$ cat config.mk
export PLATFORM = sky130hd
export DESIGN_NAME = serclk_recov
export DESIGN_NICKNAME = d
export VERILOG_FILES = /design/src/rtl/serclk_recov.sv
export SDC_FILE = /design/constraint.sdc
export NUM_CORES = 1
export LEC_CHECK = 0
export BUFFER_PORTS_ARGS = -buffer_cell sky130_fd_sc_hd__buf_2
export CAP_MARGIN = 15
export CORE_AREA = 2 2 59 72
export DETAILED_ROUTE_END_ITERATION = 6
export DIE_AREA = 0 0 61 74
export GPL_TIMING_DRIVEN = 0
export PLACE_DENSITY = 0.53
export SETUP_SLACK_MARGIN = 0.05
export SLEW_MARGIN = 25
export SYNTH_ARGS = -nofsm -noshare
export SYNTH_HDL_FRONTEND = slang
export SYNTH_SLANG_ARGS = --single-unit
export TNS_END_PERCENT = 10
$ cat constraint.sdc
create_clock -name clk -period 2.2 [get_ports clk]
set_clock_uncertainty 0.05 [all_clocks]
set_input_delay 0.44 -clock clk [delete_from_list [all_inputs] [get_ports clk]]
set_output_delay 0.44 -clock clk [all_outputs]
set_load 0.02 [all_outputs]
$ cat src/rtl/serclk_recov.sv
module serclk_recov #(
  parameter int OSR_W = 4
) (
  input  logic       clk,
  input  logic       rst_n,
  input  logic [1:0] mode,
  input  logic       nrzi_en,
  input  logic       rxc_pin,
  input  logic       rxd,
  input  logic       txc_pin_in,
  input  logic       tx_bit,
  output logic       txc_pin_out,
  output logic       txc_pin_oe,
  output logic       txd,
  output logic       tx_take,
  output logic       rx_stb,
  output logic       rx_bit
);
  localparam int OSR  = 1 << OSR_W;
  localparam logic [OSR_W-1:0] HALF = OSR_W'(OSR / 2);
  localparam logic [OSR_W-1:0] LAST = OSR_W'(OSR - 1);
  localparam logic [OSR_W-1:0] PENULT = OSR_W'(OSR - 2);
  localparam logic [1:0] M_PIN = 2'b01;
  localparam logic [1:0] M_SYS = 2'b10;
  localparam logic [1:0] ADJ_NONE = 2'd0, ADJ_SHORT = 2'd1, ADJ_LONG = 2'd2;

  logic rxd_m, rxd_s, rxc_m, rxc_s, rxc_d, txc_m, txc_s, txc_d;
  logic [OSR_W-1:0] cnt, tx_div;
  logic [1:0] adj, adj_eff;
  logic rxd_last, rx_prev;
  logic rec, tick, rx_smp, tx_adv, edge_seen;

  always_ff @(posedge clk or negedge rst_n) begin
    if (!rst_n) begin
      rxd_m <= 1'b1; rxd_s <= 1'b1;
      rxc_m <= 1'b0; rxc_s <= 1'b0; rxc_d <= 1'b0;
      txc_m <= 1'b0; txc_s <= 1'b0; txc_d <= 1'b0;
    end else begin
      rxd_m <= rxd;        rxd_s <= rxd_m;
      rxc_m <= rxc_pin;    rxc_s <= rxc_m;    rxc_d <= rxc_s;
      txc_m <= txc_pin_in; txc_s <= txc_m;    txc_d <= txc_s;
    end
  end

  assign rec  = (mode == M_PIN) || (mode == M_SYS);
  assign tick = (mode == M_SYS) || ((mode == M_PIN) && rxc_s && !rxc_d);
  assign rx_smp = rec ? (tick && cnt == HALF) : (rxc_s && !rxc_d);
  assign tx_adv = rec ? (tick && tx_div == LAST) : (!txc_s && txc_d);
  assign edge_seen = rxd_s ^ rxd_last;
  assign adj_eff = edge_seen ? ((cnt < HALF) ? ADJ_SHORT : ADJ_LONG) : adj;
  assign txc_pin_oe  = rec;
  assign txc_pin_out = tx_div[OSR_W-1];

  always_ff @(posedge clk or negedge rst_n) begin
    if (!rst_n) begin
      cnt <= '0; adj <= ADJ_NONE; rxd_last <= 1'b1; tx_div <= '0;
    end else if (tick) begin
      rxd_last <= rxd_s;
      tx_div   <= tx_div + 1'b1;
      if (cnt == PENULT && adj_eff == ADJ_SHORT) begin
        cnt <= '0; adj <= ADJ_NONE;
      end else if (cnt == LAST && adj_eff == ADJ_LONG) begin
        adj <= ADJ_NONE;
      end else begin
        cnt <= cnt + 1'b1; adj <= adj_eff;
      end
    end
  end

  always_ff @(posedge clk or negedge rst_n) begin
    if (!rst_n) begin
      rx_stb <= 1'b0; rx_bit <= 1'b1; rx_prev <= 1'b1;
      tx_take <= 1'b0; txd <= 1'b1;
    end else begin
      rx_stb  <= rx_smp;
      tx_take <= tx_adv;
      if (rx_smp) begin
        rx_prev <= rxd_s;
        rx_bit  <= nrzi_en ? (rxd_s == rx_prev) : rxd_s;
      end
      if (tx_adv) txd <= nrzi_en ? (tx_bit ? txd : ~txd) : tx_bit;
    end
  end

  AST_STB_SPACING: assert property (@(posedge clk) disable iff (!rst_n)
    rx_stb |=> !rx_stb);
  AST_TAKE_ON_FALL: assert property (@(posedge clk) disable iff (!rst_n)
    (tx_take && rec && $past(rec)) |-> $fell(txc_pin_out));
  AST_NRZ_TX: assert property (@(posedge clk) disable iff (!rst_n)
    (tx_take && !$past(nrzi_en)) |-> txd == $past(tx_bit));
  AST_NRZI_TX: assert property (@(posedge clk) disable iff (!rst_n)
    (tx_take && $past(nrzi_en)) |-> txd == ($past(tx_bit) ? $past(txd) : !$past(txd)));
  AST_NRZ_RX: assert property (@(posedge clk) disable iff (!rst_n)
    (rx_stb && !$past(nrzi_en)) |-> rx_bit == $past(rxd_s));
  AST_EXT_NO_TICK: assert property (@(posedge clk) disable iff (!rst_n)
    (!rec && $past(!rec)) |-> $stable(tx_div));
endmodule

==> qor_table.md, run 1 <==
| Quantity | Value |
|---|---|
| 1st-iter DRT viols | 7 |
| Total Die Area | 4510 sq um |
| Largest voltage drop on the vdd net | 0.400 mV |
| Fillers | 397 |
| Area overhead of the layout relative to synthesis | 17.5% |
| Synth Net Count | 111 |
| Status | completed |
| Clock tree from TritonCTS | done |
| Final net count | 130 |
| Switching portion of total power | 0.326 |
| Vertical extent of the die | 74 um |
| Slew headroom | 0.659 |
| Clock insertion delay at the later pin of the skew report | 260 ps |
| GRT Total Usage | 0.0943 |
| Initial DRT Pass Iterations | 2 |
| Cell area power density | 1040 nW/um^2 |
| Number of antenna violations at the first check in global routing | 0 |
| Overall power after layout | 1.34 mW |
| Maximum level of the CTS H-tree | 1 |
| Actual transition at the worst max-transition pin | 511 ps |
| Post-Syn Area per Cell | 11.5 sq um |
| Worst Hold Class | input pin to asynchronous set/reset pin |
| Vias per std cell | 4.54 |
| Unrepaired setup endpoints after global routing | false |
| Hold Violations, Final | 0 |
| Sort of element at the start of the critical path | input pin |
| Total Wirelength | 1860 um |
| Maximum number of pins on one net before global-route repair | 25 |
| Site Rows | 25 |
| Io pins | 15 |
| Reg area | 608 sq um |
| Proportion of synthesized chip area in sequential cells | 0.551 |
| Post-detail-place hpwl | 1480 um |
| Port Buf Inserts | 14 |
| Via Count | 763 |
| Max Root-Sink Buffers | 2 |
| Count of state elements after synthesis | 24 |
| Part of the power in combinational logic | 0.282 |
| Peak clock frequency supported by timing | 598 MHz |
| Clock input transition at the sequential cells of the worst setup and hold paths | 80 ps |
| Antenna Diode Count | 0 |
| Start-to-end type of the worst setup path | input pin to output pin |
| Nature of the critical path endpoint | output pin |
| Critical path fanouts, max | 5 |
| Slew Limit Fails | 0 |
| Registers with the most flip-flops | cnt (4), tx_div (4), adj (2) |
| Post-cts sizing count | 0 |
| Crit path time final | 1670 ps |
| Post-CTS Setup Bufs | 0 |
| Most frequent cells in the layout | 18 x sky130_fd_sc_hd__dfrtp_1, 15 x sky130_fd_sc_hd__buf_2, 14 x sky130_fd_sc_hd__nand2_1 |
| Area used by multi-input combinational logic | 464 sq um |
| Number of global-route vias before repair | 764 |
| Cells after synthesis | 96 |
| Average wire per cell in the routed design | 11.1 um |
| Share of flip-flops with an asynchronous set or reset | 1.00 |
| Global-route wire length before repair | 3270 um |
| Required arrival time at the worst endpoint | 1710 ps |
| Remaining global-route overflow | 0 |
| Internal power contribution | 904 uW |
| Layout cell share with drive strength beyond 1 | 0.289 |
| Drc violations | 0 |
| Number of sinks handled by clock tree synthesis | 24 |
| Reg power frac | 0.507 |
| Post-synth cell types | 30 |
| Yosys synthesis warning count | 0 |
| Starting Density | 0.287 |
| Hold buffer count at CTS | 0 |
| Most used flip-flop cell after synthesis | sky130_fd_sc_hd__dfrtp_1 |
| Number of buffers created by CTS | 3 |
| Mapped cell area | 1100 sq um |
| Leak pwr | 0.602 nW |
| Core area | 3850 sq um |
| Final cycle utilization of the critical path | 0.760 |
| Clock tree root driver cell | sky130_fd_sc_hd__clkbuf_8 |
| Number of synthesized flops with an enable pin | 0 |
| Residual antenna-violating net count after detailed routing | 0 |
| Last weighted congestion value of the routability-driven placer | 0.714 |
| Setup TNS after final layout | 0 ps |
| Worst EP arrival | 1180 ps |
| Max-cap violations | 0 |
| Clock network fraction of design power | 0.211 |
| Leading cell type in the layout, fill and taps excluded | sky130_fd_sc_hd__dfrtp_1 |
| Setup-violating endpoint count in the final report | 0 |
| Net Sw Power | 437 uW |
| Die X | 61 um |
power by group through the flow:
| stage | Sequential (mW) | Clock [mW] | Combinational, mW |
|---|---|---|---|
| floorplan | 0.702 | 0 | 0.252 |
| global placement | 0.684 | 0 | 0.371 |
| detailed placement | 0.691 | 0 | 0.384 |
| CTS | 0.682 | 0.298 | 0.386 |
| global route | 0.699 | 0.318 | 0.430 |
| finish | 0.680 | 0.284 | 0.378 |
critical path: stages:
cell and delay, ps:
sky130_fd_sc_hd__buf_2 90, sky130_fd_sc_hd__inv_1 40, sky130_fd_sc_hd__ha_1 400, sky130_fd_sc_hd__inv_1 60
sky130_fd_sc_hd__buf_2 160
cells in the mapped netlist (2+ instances only):
cell type                  instances  area (sq um)
sky130_fd_sc_hd__a21oi_1           2          10.0
sky130_fd_sc_hd__a21oi_2           2          17.5
sky130_fd_sc_hd__dfrtp_1          18           450
sky130_fd_sc_hd__dfstp_2           6           158
sky130_fd_sc_hd__ha_1              6          75.1
sky130_fd_sc_hd__inv_1             7          26.3
sky130_fd_sc_hd__mux2_2            2          22.5
sky130_fd_sc_hd__nand2_1          14          52.6
sky130_fd_sc_hd__nand2b_1          2          12.5
sky130_fd_sc_hd__nand3_1           5          25.0
sky130_fd_sc_hd__nor2_1            3          11.3
sky130_fd_sc_hd__nor2b_1           2          12.5
sky130_fd_sc_hd__o21ai_0           6          30.0
sky130_fd_sc_hd__o31ai_1           2          15.0
sky130_fd_sc_hd__xnor2_1           4          35.0
layer usage:
| metal | vias to the layer above | part of all wire | GRT usage |
|---|---|---|---|
| met4 | 0 | 0.0081 | 0.0290 |
| met1 | 386 | 0.41 | 0.111 |
| met2 | 13 | 0.56 | 0.171 |
| li1 | 362 | - | - |
| met5 | - | 0 | 0 |
| met3 | 2 | 0.025 | 0.0174 |
cell type report:
cell class | instances | area share
Inverter | 7 | 0.0203
Tap cell | 54 | 0.0521
Multi-Input combinational cell | 64 | 0.358
Buffer | 1 | 0.00386
Sequential cell | 24 | 0.469
Timing Repair Buffer | 14 | 0.0541
Clock buffer | 4 | 0.0425
kinds of logic (layout without fill, tap and decap cells):
logic type / Yosys count / after routing / synth area share
flops: 24 / 24 / 0.551
xor+xnor: 5 / 5 / 0.0465
fa+ha+maj: 6 / 6 / 0.0680
simple gates: 34 / 34 / 0.162
mux: 3 / 3 / 0.0295
compound gates: 16 / 16 / 0.115
buf+inv: 8 / 26 / 0.0283
through the flow:
| step | util | instance area [sq um] | setup slack, ps | hold slack [ps] | instances |
|---|---|---|---|---|---|
| floorplan | - | 1100 | 519 | 94.4 | 96 |
| global placement | 0.323 | 1240 | 301 | 285 | 164 |
| detailed placement | 0.323 | 1240 | 286 | 287 | 164 |
| CTS | 0.337 | 1300 | 515 | 104 | 168 |
| global route | 0.337 | 1300 | 405 | 137 | 168 |
| finish | 0.337 | 1300 | 529 | 96.4 | 168 |
final timing paths:
check | startpoint | cells after the start | end | slack, ps
worst max-delay path | mode[0] | 5 | txc_pin_oe | 530
worst min-delay path | rst_n | 1 | rx_stb | 100
worst max register to register | cnt[0] | 6 | cnt[0] | 540
worst min register to register | rxc_m | 0 | rxc_s | 300
max in group asynchronous | rst_n | 1 | rxd_last | 1650
min in group clk | rxd | 1 | rxd_m | 220
(Power assumes the default switching activity.)
==> inputs of run 2 (changes only) <==
- clock period: 2.2 -> 1.7 ns (I/O delays scaled with it)
==> run 2 against run 1 <==
  * Worst hold slack lost 94 ps
  * Clock power rose by 30%
  * Via count up 1.2%
  * Combinational power increased by 36%
  * Largest cell class unchanged
  * Highest routed layer unchanged
==> qor_table.md, run 2 (same netlist as run 1, synthesis figures left out) <==
| Quantity | Value | Change |
|---|---|---|
| Switching portion of total power | 0.332 | was 0.326 |
| Required arrival time at the worst endpoint | 1840 ps | was 1710 ps |
| Largest voltage drop on the vdd net | 0.523 mV | was 0.400 mV |
| Area used by multi-input combinational logic | 484 sq um | was 464 sq um |
| Last weighted congestion value of the routability-driven placer | 0.714 | unchanged |
| Worst setup timing slack at the placement stage | -114 ps | was 286 ps |
| Global Route met1 Usage | 0.111 | unchanged |
| Total Wirelength | 1930 um | was 1860 um |
| Slew Limit Fails | 0 | unchanged |
| Final cycle utilization of the critical path | 0.954 |  |
| Final net count | 131 | was 130 |
| GRT Total Usage | 0.0943 | unchanged |
| Sort of element at the start of the critical path | register | was input pin |
| Vias per std cell | 4.57 | was 4.54 |
| Setup-violating endpoint count in the final report | 0 | unchanged |
| Number of global-route vias before repair | 764 | unchanged |
| Met3 track demand over resource | 0.0174 | unchanged |
| Leading cell type in the layout, fill and taps excluded | sky130_fd_sc_hd__dfrtp_1 | unchanged |
| Actual transition at the worst max-transition pin | 527 ps | was 511 ps |
| Starting Density | 0.287 | unchanged |
| Clock insertion delay at the later pin of the skew report | 260 ps | about the same |
| Global route hottest layer | met2 | unchanged |
| Via Count | 772 | was 763 |
| Maximum level of the CTS H-tree | 1 | unchanged |
| Start-to-end type of the worst setup path | register to register | was input pin to output pin |
| Peak clock frequency supported by timing | 617 MHz |  |
| Slew headroom | 0.649 | was 0.659 |
| Clock input transition at the sequential cells of the worst setup and hold paths | 80 ps | about the same |
| Internal power contribution | 1.18 mW | was 904 uW |
| Residual antenna-violating net count after detailed routing | 0 | unchanged |
| Nature of the critical path endpoint | register | was output pin |
| Hold Violations, Final | 0 | unchanged |
| Met2 demand-to-capacity share in global routing | 0.171 | unchanged |
| Worst EP arrival | 1760 ps | was 1180 ps |
| Worst Hold Class | input pin to asynchronous set/reset pin | unchanged |
| Status | completed | unchanged |
| Max Root-Sink Buffers | 2 | unchanged |
| Fin util | 0.344 | was 0.337 |
| Vertical extent of the die | 74 um | unchanged |
| Reg2Reg Setup Slack | 80 ps | was 540 ps |
| Core area | 3850 sq um | unchanged |
| Clock tree root driver cell | sky130_fd_sc_hd__clkbuf_8 | unchanged |
| Critical path fanouts, max | 7 | was 5 |
| Total Die Area | 4510 sq um | unchanged |
| Fillers | 395 | was 397 |
| R2r endpoint | cnt[0] | unchanged |
| Clock tree from TritonCTS | done | unchanged |
| Reg2reg start | rxd_s | was cnt[0] |
| Number of antenna violations at the first check in global routing | 0 | unchanged |
| 1st-iter DRT viols | 4 | was 7 |
| Remaining global-route overflow | 0 | unchanged |
| Port Buf Inserts | 14 | unchanged |
| Crit path time final | 1620 ps |  |
| Die X | 61 um | unchanged |
| Number of buffers created by CTS | 3 | unchanged |
| Max-cap violations | 0 | unchanged |
| Setup ws final | 78.2 ps | was 529 ps |
| Io pins | 15 | unchanged |
| Antenna Diode Count | 0 | unchanged |
| Number of sinks handled by clock tree synthesis | 24 | unchanged |
| Maximum number of pins on one net before global-route repair | 25 | unchanged |
| Part of the power in combinational logic | 0.289 | was 0.282 |
| Global-route wire length before repair | 3270 um | unchanged |
| Area overhead of the layout relative to synthesis | 20.0% | was 17.5% |
| Cell area power density | 1340 nW/um^2 | was 1040 nW/um^2 |
| Site Rows | 25 | unchanged |
| Net Sw Power | 589 uW | was 437 uW |
| Layout cell share with drive strength beyond 1 | 0.330 | was 0.289 |
| Post-detail-place hpwl | 1480 um | unchanged |
| Drc violations | 0 | unchanged |
| Leak pwr | 0.608 nW | was 0.602 nW |
| Worst R2R Path Depth | 4 | was 6 |
| Average wire per cell in the routed design | 11.4 um | was 11.1 um |
| Unrepaired setup endpoints after global routing | true | was false |
| Initial DRT Pass Iterations | 2 | unchanged |
| Startpoint of the most critical setup path | rxd_s | was mode[0] |
| Reg power frac | 0.503 | was 0.507 |
| Endpoint of the worst setup timing path | cnt[0] | was txc_pin_oe |
| Most frequent cells in the layout | 18 x sky130_fd_sc_hd__dfrtp_1, 15 x sky130_fd_sc_hd__buf_2, 14 x sky130_fd_sc_hd__nand2_1 | unchanged |
| Registers with the most flip-flops | cnt (4), tx_div (4), adj (2) | unchanged |
| Reg area | 608 sq um | unchanged |
| Clock network fraction of design power | 0.208 | was 0.211 |
==> run 2: power by group through the flow <==
stage                     Clock, mW  Combinational, mW  Sequential [mW]
after floorplan                   0              0.327            0.908
after global routing          0.411              0.581            0.916
after CTS                     0.386              0.501            0.884
after detailed placement          0              0.497            0.894
after global placement            0              0.480            0.885
final                         0.369              0.513            0.891
==> run 2: repair_timing <==
item                       in CTS  in global routing
setup endpoints to repair       1                  3
buffers inserted                0                  1
hold buffers                    0                  0
pin swaps                       0                  1
gates cloned                    0                  0
gates resized for setup         1                  5
==> run 2: stage by stage <==
step | instances | hold slack (ps) | cell area, sq um | power, mW | setup TNS (ps)
floorplan | 96 | -5.59 | 1100 | 1.23 | 0
global placement | 164 | 285 | 1240 | 1.36 | -230
detailed placement | 164 | 287 | 1240 | 1.39 | -270
CTS | 168 | 3.72 | 1300 | 1.77 | 0
global route | 169 | 37.1 | 1320 | 1.91 | -3.28
finish | 169 | 2.46 | 1320 | 1.77 | 0
==> run 2: layer usage <==
layer / part of all wire / vias up / routed length [um]
met5: 0 / - / 0
met2: 0.54 / 13 / 1050
met3: 0.024 / 2 / 47
met1: 0.42 / 393 / 818
li1: - / 364 / -
met4: 0.0078 / 0 / 15
==> run 2: how the worst min path moves through the flow <==
| stage | from | endpoint | slack (ps) |
|---|---|---|---|
| final | rst_n | rx_stb | 2 |
| after CTS | rst_n | rx_stb | 4 |
| after floorplan | rst_n | adj[0] | -6 |
| after detailed placement | rxc_m | rxc_s | 290 |
| after global placement | rxc_m | rxc_s | 280 |
| after global routing | rst_n | rx_stb | 40 |
==> run 2: final cells by class <==
class                   count  area share
plain buffers               1     0.00378
clock buffers               4      0.0416
inverters                   7      0.0198
multi-input cells          64       0.366
flip-flops and latches     24       0.459
well taps                  54      0.0510
repair buffers             15      0.0586
==> run 2: worst max-delay path, cell delays in order, from the launching register on <==
cell and delay (ps):
sky130_fd_sc_hd__dfstp_2 590, sky130_fd_sc_hd__xnor2_2 190, sky130_fd_sc_hd__a21oi_2 150, sky130_fd_sc_hd__or4b_4 500
sky130_fd_sc_hd__o21ai_2 60
==> inputs of run 3 (changes only) <==
- clock period: 1.7 -> 1.8 ns (I/O delays scaled with it)
==> run 3 against run 2 <==
  * Setup slack gained 66 ps
  * Non-clock buffer count decreased by 1
  * Critical path depth up 2
  * Combinational power fell by 7.6%
  * Worst hold slack improved by 17 ps
  * Power is 6.6% lower
  * Largest cell class unchanged
==> qor_table.md, run 3 (same netlist as run 1, synthesis figures left out) <==
| Quantity | Value | Change |
|---|---|---|
| Residual antenna-violating net count after detailed routing | 0 | unchanged |
| R2r endpoint | cnt[0] | unchanged |
| Average wire per cell in the routed design | 11.2 um | was 11.4 um |
| Crit path time final | 1660 ps | was 1620 ps |
| Number of buffers created by CTS | 3 | unchanged |
| Required arrival time at the worst endpoint | 1940 ps | was 1840 ps |
| Max Root-Sink Buffers | 2 | unchanged |
| Hold Violations, Final | 0 | unchanged |
| Global-route wire length before repair | 3270 um | unchanged |
| Clock tree root driver cell | sky130_fd_sc_hd__clkbuf_8 | unchanged |
| Worst setup timing slack at the placement stage | -34.4 ps | was -114 ps |
| Final net count | 130 | was 131 |
| Reg2Reg Setup Slack | 140 ps | was 80 ps |
| Cell Count, Final, Fillers Out | 168 | was 169 |
| Reg2reg start | cnt[0] | was rxd_s |
| Vertical extent of the die | 74 um | unchanged |
| Starting Density | 0.287 | unchanged |
| Leading cell type in the layout, fill and taps excluded | sky130_fd_sc_hd__dfrtp_1 | unchanged |
| Number of global-route vias before repair | 764 | unchanged |
| Post-detail-place hpwl | 1480 um | unchanged |
| Fin util | 0.339 | was 0.344 |
| Maximum number of pins on one net before global-route repair | 25 | unchanged |
| Setup ws final | 145 ps | was 78.2 ps |
| Setup-violating endpoint count in the final report | 0 | unchanged |
| Highest metal layer used by the detailed router | met4 | unchanged |
| Largest voltage drop on the vdd net | 0.491 mV | was 0.523 mV |
| Core area | 3850 sq um | unchanged |
| WL met1 | 769 um | was 818 um |
| Layout cell share with drive strength beyond 1 | 0.316 | was 0.330 |
| Detailed-routed wire length on met3 | 47 um | unchanged |
| Worst hold slack after final layout | 19.1 ps | was 2.46 ps |
| Initial DRT Pass Iterations | 2 | unchanged |
| Io pins | 15 | unchanged |
| Antenna Diode Count | 0 | unchanged |
| Reg area | 608 sq um | unchanged |
| Vias per std cell | 4.55 | was 4.57 |
| Hold buffer count at CTS | 0 | unchanged |
| Clock insertion delay at the later pin of the skew report | 260 ps | about the same |
| Area overhead of the layout relative to synthesis | 18.1% | was 20.0% |
| Number of sinks handled by clock tree synthesis | 24 | unchanged |
| Cell Area, Placed | 1240 sq um | unchanged |
| Slew Limit Fails | 0 | unchanged |
| Remaining global-route overflow | 0 | unchanged |
| Clock input transition at the sequential cells of the worst setup and hold paths | 80 ps | about the same |
| Worst R2R Path Depth | 6 | was 4 |
| Critical path fanouts, max | 4 | was 7 |
| Fillers | 397 | was 395 |
| Unrepaired setup endpoints after global routing | false | was true |
| Dpl cells | 164 | unchanged |
| Met2 wire length | 1050 um | about the same |
| Sort of element at the start of the critical path | register | unchanged |
| Status | completed | unchanged |
| Actual transition at the worst max-transition pin | 517 ps | was 527 ps |
| Leak pwr | 0.603 nW | was 0.608 nW |
| Nature of the critical path endpoint | register | unchanged |
| Registers with the most flip-flops | cnt (4), tx_div (4), adj (2) | unchanged |
| Number of antenna violations at the first check in global routing | 0 | unchanged |
| Port Buf Inserts | 14 | unchanged |
| Design area | 1300 sq um | was 1320 sq um |
| Maximum level of the CTS H-tree | 1 | unchanged |
| Drc violations | 0 | unchanged |
| Final cycle utilization of the critical path | 0.920 | was 0.954 |
| Die X | 61 um | unchanged |
| Total Die Area | 4510 sq um | unchanged |
| Worst EP arrival | 1800 ps | was 1760 ps |
| Setup TNS after final layout | 0 ps | unchanged |
| Most frequent cells in the layout | 18 x sky130_fd_sc_hd__dfrtp_1, 15 x sky130_fd_sc_hd__buf_2, 14 x sky130_fd_sc_hd__nand2_1 | unchanged |
| Max-cap violations | 0 | unchanged |
| Worst Hold Class | input pin to asynchronous set/reset pin | unchanged |
| Area used by multi-input combinational logic | 472 sq um | was 484 sq um |
| Cell area power density | 1270 nW/um^2 | was 1340 nW/um^2 |
| GRT Total Usage | 0.0943 | unchanged |
| Slew headroom | 0.655 | was 0.649 |
| 1st-iter DRT viols | 10 | was 4 |
| Last weighted congestion value of the routability-driven placer | 0.714 | unchanged |
| Start-to-end type of the worst setup path | register to register | unchanged |
| Overall power after layout | 1.66 mW | was 1.77 mW |
| Total Wirelength | 1880 um | was 1930 um |
| Via Count | 765 | was 772 |
| Peak clock frequency supported by timing | 604 MHz | was 617 MHz |
| Clock tree from TritonCTS | done | unchanged |
| Site Rows | 25 | unchanged |
-- run 3: layout make-up --
| class | count | share of cell area |
|---|---|---|
| flip-flops and latches | 24 | 0.466 |
| inverters | 7 | 0.0202 |
| well taps | 54 | 0.0518 |
| plain buffers | 1 | 0.00384 |
| repair buffers | 14 | 0.0537 |
| clock buffers | 4 | 0.0422 |
| multi-input cells | 64 | 0.362 |
-- run 3: timing repair --
item | CTS | global route
setup buffers | 0 | 0
setup endpoints to repair | 0 | 1
resized for setup | 0 | 4
-- run 3: where the power goes --
part	total (mW)	switching, mW	internal, mW
sequential	0.834	0.132	0.703
combinational	0.474	0.258	0.216
clock	0.347	0.153	0.195
total	1.66	0.542	1.11
-- run 3: worst max-delay path, cell delays in order, from the launching register on --
cell                      delay [ps]
sky130_fd_sc_hd__dfrtp_1         410
sky130_fd_sc_hd__inv_2            70
sky130_fd_sc_hd__ha_1            200
sky130_fd_sc_hd__and4b_1         230
sky130_fd_sc_hd__nand3_2         100
sky130_fd_sc_hd__or4b_4          460
sky130_fd_sc_hd__o21ai_2          60
-- run 3: per-layer routing --
metal / up-vias / global-route usage
met3: 2 / 0.0174
met2: 13 / 0.171
met4: 0 / 0.0290
met5: - / 0
met1: 388 / 0.111
li1: 362 / -
-- run 3: worst max-delay path by stage --
stage / startpoint / end / depth (start not counted)
CTS: cnt[0] / cnt[0] / 6
floorplan: mode[0] / rx_bit / 4
detailed placement: mode[0] / rx_bit / 5
global route: cnt[0] / cnt[0] / 6
global placement: mode[0] / rx_prev / 5
finish: cnt[0] / cnt[0] / 6
